File: src/rtl/bfp_cmul_pkg.sv
package bfp_cmul_pkg;

  // Post-add scaling selected by the word tag
  typedef enum logic [1:0] {
    SH_NONE   = 2'b00,
    SH_RIGHT1 = 2'b01,
    SH_RIGHT2 = 2'b10,
    SH_LEFT1  = 2'b11
  } scale_e;

  // Output word-pair routing
  typedef enum logic [1:0] {
    SEL_HIGHS = 2'b00,
    SEL_LOWS  = 2'b01,
    SEL_REAL  = 2'b10,
    SEL_IMAG  = 2'b11
  } outsel_e;

  // Control that travels down the pipe with each operand set
  typedef struct packed {
    logic   bfp;
    scale_e tag;
  } ctl_t;

endpackage

File: src/rtl/bfp_frac_mult.sv
module bfp_frac_mult #(
  parameter int W = 16
) (
  input  logic                  clk,
  input  logic                  rst_n,
  input  logic signed [W-1:0]   a_i,
  input  logic signed [W-1:0]   b_i,
  output logic signed [2*W-1:0] p_o
);
  localparam int PW = 2 * W;
  localparam logic signed [W-1:0]  MOST_NEG = {1'b1, {(W-1){1'b0}}};
  localparam logic signed [PW-1:0] MOST_POS = {1'b0, {(PW-1){1'b1}}};

  logic signed [PW-1:0] full;
  logic                 trap;
  logic signed [PW-1:0] p_d;

  always_comb begin
    full = PW'(a_i) * PW'(b_i);
    trap = (a_i == MOST_NEG) && (b_i == MOST_NEG);
    p_d  = trap ? MOST_POS : (full <<< 1);
  end

  always_ff @(posedge clk or negedge rst_n) begin
    if (!rst_n) p_o <= '0;
    else        p_o <= p_d;
  end
endmodule

File: src/rtl/bfp_addsub.sv
module bfp_addsub #(
  parameter int PW  = 32,
  parameter bit SUB = 1'b0
) (
  input  logic                clk,
  input  logic                rst_n,
  input  logic signed [PW-1:0] a_i,
  input  logic signed [PW-1:0] b_i,
  output logic signed [PW:0]   s_o
);
  logic signed [PW:0] a_x;
  logic signed [PW:0] b_x;
  logic signed [PW:0] s_d;

  always_comb begin
    a_x = {a_i[PW-1], a_i};
    b_x = {b_i[PW-1], b_i};
  end

  generate
    if (SUB) begin : g_sub
      always_comb s_d = a_x - b_x;
    end else begin : g_add
      always_comb s_d = a_x + b_x;
    end
  endgenerate

  always_ff @(posedge clk or negedge rst_n) begin
    if (!rst_n) s_o <= '0;
    else        s_o <= s_d;
  end
endmodule

File: src/rtl/bfp_scaler.sv
module bfp_scaler
  import bfp_cmul_pkg::*;
#(
  parameter int PW = 32
) (
  input  logic                 clk,
  input  logic                 rst_n,
  input  logic signed [PW:0]   s_i,
  input  ctl_t                 ctl_i,
  output logic signed [PW-1:0] r_o,
  output logic [1:0]           g_o
);
  localparam int EW = PW + 3;
  localparam int TW = EW - PW + 1;

  logic signed [EW-1:0] ext;
  logic signed [EW-1:0] shf;
  logic [TW-1:0]        top;
  logic signed [PW-1:0] r_d;
  logic [1:0]           g_d;

  always_comb begin
    ext = {{2{s_i[PW]}}, s_i};
    shf = ext;
    if (ctl_i.bfp) begin
      case (ctl_i.tag)
        SH_RIGHT1: shf = ext >>> 1;
        SH_RIGHT2: shf = ext >>> 2;
        SH_LEFT1:  shf = ext <<< 1;
        default:   shf = ext;
      endcase
    end
    top = shf[EW-1:PW-1];
    if ((&top) || !(|top))  r_d = shf[PW-1:0];
    else if (shf[EW-1])     r_d = {1'b1, {(PW-1){1'b0}}};
    else                    r_d = {1'b0, {(PW-1){1'b1}}};

    g_d = 2'd0;
    if (ctl_i.bfp) begin
      if (s_i[PW] != s_i[PW-1])        g_d = 2'd2;
      else if (s_i[PW-1] != s_i[PW-2]) g_d = 2'd1;
    end
  end

  always_ff @(posedge clk or negedge rst_n) begin
    if (!rst_n) begin
      r_o <= '0;
      g_o <= '0;
    end else begin
      r_o <= r_d;
      g_o <= g_d;
    end
  end
endmodule

File: src/rtl/bfp_cmul.sv
module bfp_cmul
  import bfp_cmul_pkg::*;
#(
  parameter int W = 16
) (
  input  logic         clk,
  input  logic         rst_n,
  input  logic         mode_i,
  input  logic         ce_x_i,
  input  logic         ce_y_i,
  input  logic [W-1:0] xr_i,
  input  logic [W-1:0] xi_i,
  input  logic [W-1:0] yr_i,
  input  logic [W-1:0] yi_i,
  input  logic [1:0]   tag_i,
  input  logic [1:0]   osel_i,
  output logic [W-1:0] out_p_o,
  output logic [W-1:0] out_q_o,
  output logic [1:0]   grow_o
);
  localparam int PW     = 2 * W;
  localparam int NMUL   = 4;
  localparam int NPART  = 2;
  localparam int CDEPTH = 3;

  // reset: asynchronous assert, synchronous release
  logic rs_meta;
  logic rst_q_n;

  always_ff @(posedge clk or negedge rst_n) begin
    if (!rst_n) begin
      rs_meta <= 1'b0;
      rst_q_n <= 1'b0;
    end else begin
      rs_meta <= 1'b1;
      rst_q_n <= rs_meta;
    end
  end

  // operand capture with enables
  logic signed [W-1:0] xr_q, xi_q, yr_q, yi_q;
  logic signed [W-1:0] xr_d, xi_d, yr_d, yi_d;

  always_comb begin
    xr_d = ce_x_i ? xr_i : xr_q;
    xi_d = ce_x_i ? xi_i : xi_q;
    yr_d = ce_y_i ? yr_i : yr_q;
    yi_d = ce_y_i ? yi_i : yi_q;
  end

  always_ff @(posedge clk or negedge rst_q_n) begin
    if (!rst_q_n) begin
      xr_q <= '0;
      xi_q <= '0;
      yr_q <= '0;
      yi_q <= '0;
    end else begin
      xr_q <= xr_d;
      xi_q <= xi_d;
      yr_q <= yr_d;
      yi_q <= yi_d;
    end
  end

  // control pipe, sampled every edge alongside the operands
  ctl_t ctl_pipe [CDEPTH];
  ctl_t ctl_in;

  always_comb begin
    ctl_in.bfp = mode_i;
    ctl_in.tag = scale_e'(tag_i);
  end

  always_ff @(posedge clk or negedge rst_q_n) begin
    if (!rst_q_n) begin
      for (int i = 0; i < CDEPTH; i++) ctl_pipe[i] <= '0;
    end else begin
      ctl_pipe[0] <= ctl_in;
      for (int i = 1; i < CDEPTH; i++) ctl_pipe[i] <= ctl_pipe[i-1];
    end
  end

  // partial products: rr, ii, ri, ir
  logic signed [W-1:0]  op_a [NMUL];
  logic signed [W-1:0]  op_b [NMUL];
  logic signed [PW-1:0] prod [NMUL];

  always_comb begin
    op_a[0] = xr_q; op_b[0] = yr_q;
    op_a[1] = xi_q; op_b[1] = yi_q;
    op_a[2] = xr_q; op_b[2] = yi_q;
    op_a[3] = xi_q; op_b[3] = yr_q;
  end

  generate
    for (genvar m = 0; m < NMUL; m++) begin : g_mul
      bfp_frac_mult #(.W(W)) u_mul (
        .clk   (clk),
        .rst_n (rst_q_n),
        .a_i   (op_a[m]),
        .b_i   (op_b[m]),
        .p_o   (prod[m])
      );
    end
  endgenerate

  // part 0 = real (subtract), part 1 = imaginary (add)
  logic signed [PW:0]   sums  [NPART];
  logic signed [PW-1:0] res   [NPART];
  logic [1:0]           gpart [NPART];

  generate
    for (genvar k = 0; k < NPART; k++) begin : g_part
      bfp_addsub #(.PW(PW), .SUB(k == 0)) u_as (
        .clk   (clk),
        .rst_n (rst_q_n),
        .a_i   (prod[2*k]),
        .b_i   (prod[2*k+1]),
        .s_o   (sums[k])
      );
      bfp_scaler #(.PW(PW)) u_sc (
        .clk   (clk),
        .rst_n (rst_q_n),
        .s_i   (sums[k]),
        .ctl_i (ctl_pipe[CDEPTH-1]),
        .r_o   (res[k]),
        .g_o   (gpart[k])
      );
    end
  endgenerate

  // output routing, combinational on the select
  always_comb begin
    grow_o = (gpart[0] > gpart[1]) ? gpart[0] : gpart[1];
    case (outsel_e'(osel_i))
      SEL_HIGHS: begin out_p_o = res[0][PW-1:W]; out_q_o = res[1][PW-1:W]; end
      SEL_LOWS:  begin out_p_o = res[0][W-1:0];  out_q_o = res[1][W-1:0];  end
      SEL_REAL:  begin out_p_o = res[0][PW-1:W]; out_q_o = res[0][W-1:0];  end
      default:   begin out_p_o = res[1][PW-1:W]; out_q_o = res[1][W-1:0];  end
    endcase
  end
endmodule

File: config.mk
export PLATFORM = sky130hd
export DESIGN_NAME = bfp_cmul
export DESIGN_NICKNAME = d
export VERILOG_FILES = /design/src/rtl/bfp_cmul_pkg.sv /design/src/rtl/bfp_frac_mult.sv /design/src/rtl/bfp_addsub.sv /design/src/rtl/bfp_scaler.sv /design/src/rtl/bfp_cmul.sv
export SDC_FILE = /design/constraint.sdc
export NUM_CORES = 2
export LEC_CHECK = 0
export ABC_AREA = 1
export CORE_MARGIN = 2
export CORE_UTILIZATION = 45
export CTS_CLUSTER_DIAMETER = 120
export DETAILED_ROUTE_END_ITERATION = 12
export DONT_BUFFER_PORTS = 1
export PLACE_DENSITY_LB_ADDON = 0.12
export RECOVER_POWER = 50
export SYNTH_ARGS = -nofsm -noshare
export SYNTH_HDL_FRONTEND = slang
export SYNTH_HIERARCHICAL = 1
export SYNTH_SLANG_ARGS = --single-unit
File: constraint.sdc
create_clock -name clk -period 27.2 [get_ports clk]
set_input_delay 1.36 -clock clk [delete_from_list [all_inputs] [get_ports clk]]
set_output_delay 1.36 -clock clk [all_outputs]
set_load 0.01 [all_outputs]
==> metrics.md <==
| Metric | Value |
|---|---|
| CTS buffer count | 46 |
| Worst path bufs/invs | 2 |
| Worst r2r path cells | 2 |
| Clk root buf | clkbuf_16 |
| Most used flip-flop cell after synthesis | dfrtp_1 |
| Mapped Area | 0.0615 mm2 |
| Total GRT Usage | 0.289 |
| CTS tree | built |
| Hold Crit Class | flip-flop to flip-flop |
| CP required | approximately 25000 ps |
| CTS clk-pin slew, worst paths | ~60 ps |
| Io pins | between 100 and 150 |
| Failing checks | capacitance limit, slew limit |
| DR DRC count | 0 |
| Rows | roughly 140 |
| DRT antenna net count | 0 |
| Warnings, synthesis | 6 |
| Final Hold Fails | 0 |
| Synth unique cells | 51 |
| Async SR Flop Fraction | 1.00 |
| Setup crit end kind | async pin |
| Hold endpoint | ctl_pipe[1] |
| Initial core utilization | 0.454 |
| Period utilization | 0.470 |
| Type of origin of the critical path | flip-flop |
| Die Span X | approximately 370 um |
| TritonCTS Sinks | 337 |
| Maxcap violations | 29 |
| Htree depth | 2 |
| Minimum clock period | 12780 ps |
| Post-synth EDFFs | 0 |
| Cell at the slowest stage of the critical path | clkbuf_1 |
| First-pass GRT wire length | 311 mm |
| Worst Tran Pin Value | 8020 ps |
| Hold Path Cell Cnt | 0 |
| Peak Freq | 0.0783 GHz |
| Worst reg2reg endpoint | yi_q[0] |
| Syn Inst Count | between 8000 and 9000 |
| Vias/cell | just over 5 |
| Max-Slew Margin vs Limit | -4.35 |
| Status | complete, but fails checks |
| Final WL | 197 mm |
| Total gr overflow | 0 |
| R2R Setup Slk | around 14000 ps |
| Dpl hpwl | approximately 150 mm |
| Worst hold start | ctl_pipe[4] |
| Final setup viols | 0 |
| Initial antenna violation count | 11 |
| CP top delay family | buffers and inverters |
| Delay of the slowest cell on the worst path | around 5800 ps |
| CTS max path bufs | 3 |
| DRT iter0 DRCs | approximately 3700 |
| Quantity of I/O buffers inserted on ports | 0 |
| RSZ-0062 raised after global routing | false |
| Cell mode on critical path | clkbuf_1 |
| Largest net degree at the start of global routing | 138 |
| Crit Path Max Fanout | 137 |
| WS Path Type | flip-flop to async pin |
| TritonRoute pass-1 iters | 7 |
| Vias in the first global route | 52500 |
| #FFs+latches synth | 337 |
| GP Congestion | 0.950 |
| Clk_skew | 27.5 ps |
| CTS hold repair buffers | 0 |
| Avg WL per Cell | 19.9 um |
| Max-slew violation count | 1113 |
| Crit-path cells | clkbuf_1, clkbuf_1 |
| Layout area overhead | 4.33% |
| Die height | 374 um |
| Post-CTS sizing | 0 |
| Sequential fraction of the synthesis area | 0.137 |
| # nets final | approximately 9600 |
| Worst EP arrival | 10860 ps |
| Share of layout cells above drive strength 1 | 0.0349 |
| Vias | 50500 |
| Reg-to-Reg Start | rst_q_n |
| Post-Synthesis Net Count | ~9800 |
| Setup TNS | 0 ps |
| Setup bufs post-CTS | 0 |
| Core area | 0.136 mm2 |
| Die ar. | 0.140 mm2 |
| Clk Latency, worst-skew pair | about 640 ps |
| Mean Syn Cell Area | roughly 7.4 um2 |
==> Yosys cell counts (15+ instances only) <==
| library cell | number | area (um2) |
|---|---|---|
| nor2_1 | 549 | 2060 |
| buf_6 | 19 | 214 |
| nor3_1 | 33 | 165 |
| inv_2 | 20 | 75.1 |
| inv_1 | 2149 | 8070 |
| xor2_1 | 35 | 307 |
| or2_1 | 24 | 150 |
| nand3_2 | 27 | 270 |
| nand4_1 | 83 | 519 |
| o21bai_1 | 27 | 203 |
| a21oi_1 | 170 | 851 |
| dfrtp_1 | 337 | 8430 |
| mux2_2 | 60 | 676 |
| nand2_1 | 2351 | 8820 |
| fa_1 | 1026 | 20500 |
| nand3_1 | 492 | 2460 |
| buf_2 | 72 | 360 |
| clkbuf_1 | 211 | 792 |
| or2_2 | 15 | 93.8 |
| o21ai_0 | 53 | 265 |
| ha_1 | 387 | 4840 |
| buf_4 | 25 | 188 |
| xnor2_1 | 25 | 219 |
| nand2_2 | 19 | 119 |
==> worst register-to-register path, cell delays in order, from the launching register on <==
cell	delay [ps]
dfrtp_1	1520
clkbuf_1	2660
clkbuf_1	5780
==> placed cells by master (no fill, tap or decap), types with 5 or more instances in the layout <==
cell type  synthesis  layout
dfrtp_1          337     332
nor2_2            11      11
mux2_2            60      60
nand4_1           83      83
nand3_2           27      25
nand2_1         2351    2364
a21o_1            14      14
nor2_4             6       6
ha_1             387     387
or2_1             24      22
xor2_1            35      35
inv_2             20      18
inv_1           2149    2151
buf_4             25      43
nor4_1            14      15
clkbuf_1         211      45
xnor2_1           25      25
diode_2            0       7
or2_2             15      15
fa_1            1026    1026
o21ai_0           53      53
clkbuf_16          0      46
nor3_1            33      33
nor2_1           549     549
clkbuf_8           0       8
a21oi_1          170     170
bufinv_16          0       6
o21bai_1          27      27
dfrtp_2            0       5
nand3_1          492     495
nand2_2           19       6
==> worst max path at each step <==
stage,from,endpoint,slack (ps),cells past startpoint
after floorplan,rst_q_n,ctl_pipe[0],17110,0
after global placement,xr_q[15],g_mul[0].u_mul/p_o[24],20710,21
after detailed placement,xr_q[15],g_mul[0].u_mul/p_o[27],20610,19
after CTS,xr_q[15],g_mul[0].u_mul/p_o[27],20610,19
after global routing,rst_q_n,yi_q[0],12160,2
final,rst_q_n,yi_q[0],14420,2
==> final cells by class <==
class | count | area (um2)
Antenna cell | 7 | 17.5
Clock buffer | 65 | 1300
Clock inverter | 19 | 335
Fill cell | 13800 | 71400
Inverter | 2174 | 8160
Multi-Input combinational cell | 5467 | 43300
Sequential cell | 337 | 8440
Tap cell | 1781 | 2230
Timing Repair Buffer | 77 | 450
==> routing by layer <==
layer  GRT usage  up-vias  part of all wire
li1            -    23700                 -
met1       0.398    25100              0.45
met2       0.479     1528              0.46
met3      0.0435      250             0.065
met4      0.0693        6             0.026
met5           0        -           0.00020
==> state kept, by name, indices dropped and copies added (netlist names) <==
register / count
g_mul.u_mul/p_o: 128
g_part.u_as/s_o: 66
g_part.u_sc/r_o: 64
xi_q: 16
xr_q: 16
yi_q: 16
yr_q: 16
ctl_pipe: 9
g_part.u_sc/g_o: 4
rs_meta: 1
rst_q_n: 1
==> cells by family after synthesis <==
kind of cell | share of synthesized area
buffers and inverters | 0.159
other | 0.0000609
XOR/XNOR | 0.00854
AND/OR/NAND/NOR | 0.246
flip-flops | 0.137
AO/OA/AOI/OAI | 0.0256
multiplexers | 0.0117
adder cells (fa/ha/maj) | 0.413
==> per-stage QoR <==
step	hold slack, ps	worst slack [ps]	instances	util	cell area, um2
2_1_floorplan	331	17110	8321	-	61500
4_1_cts	351	20610	9920	0.475	64400
6_report	350	14420	9927	0.473	64200
3_3_place_gp	334	20710	9836	0.463	62700
3_5_place_dp	337	20610	9836	0.463	62700
5_1_grt	358	12160	9921	0.473	64200
Power is not shown: default switching activity piles up to over one toggle a cycle in this logic, so the estimate is an artifact.
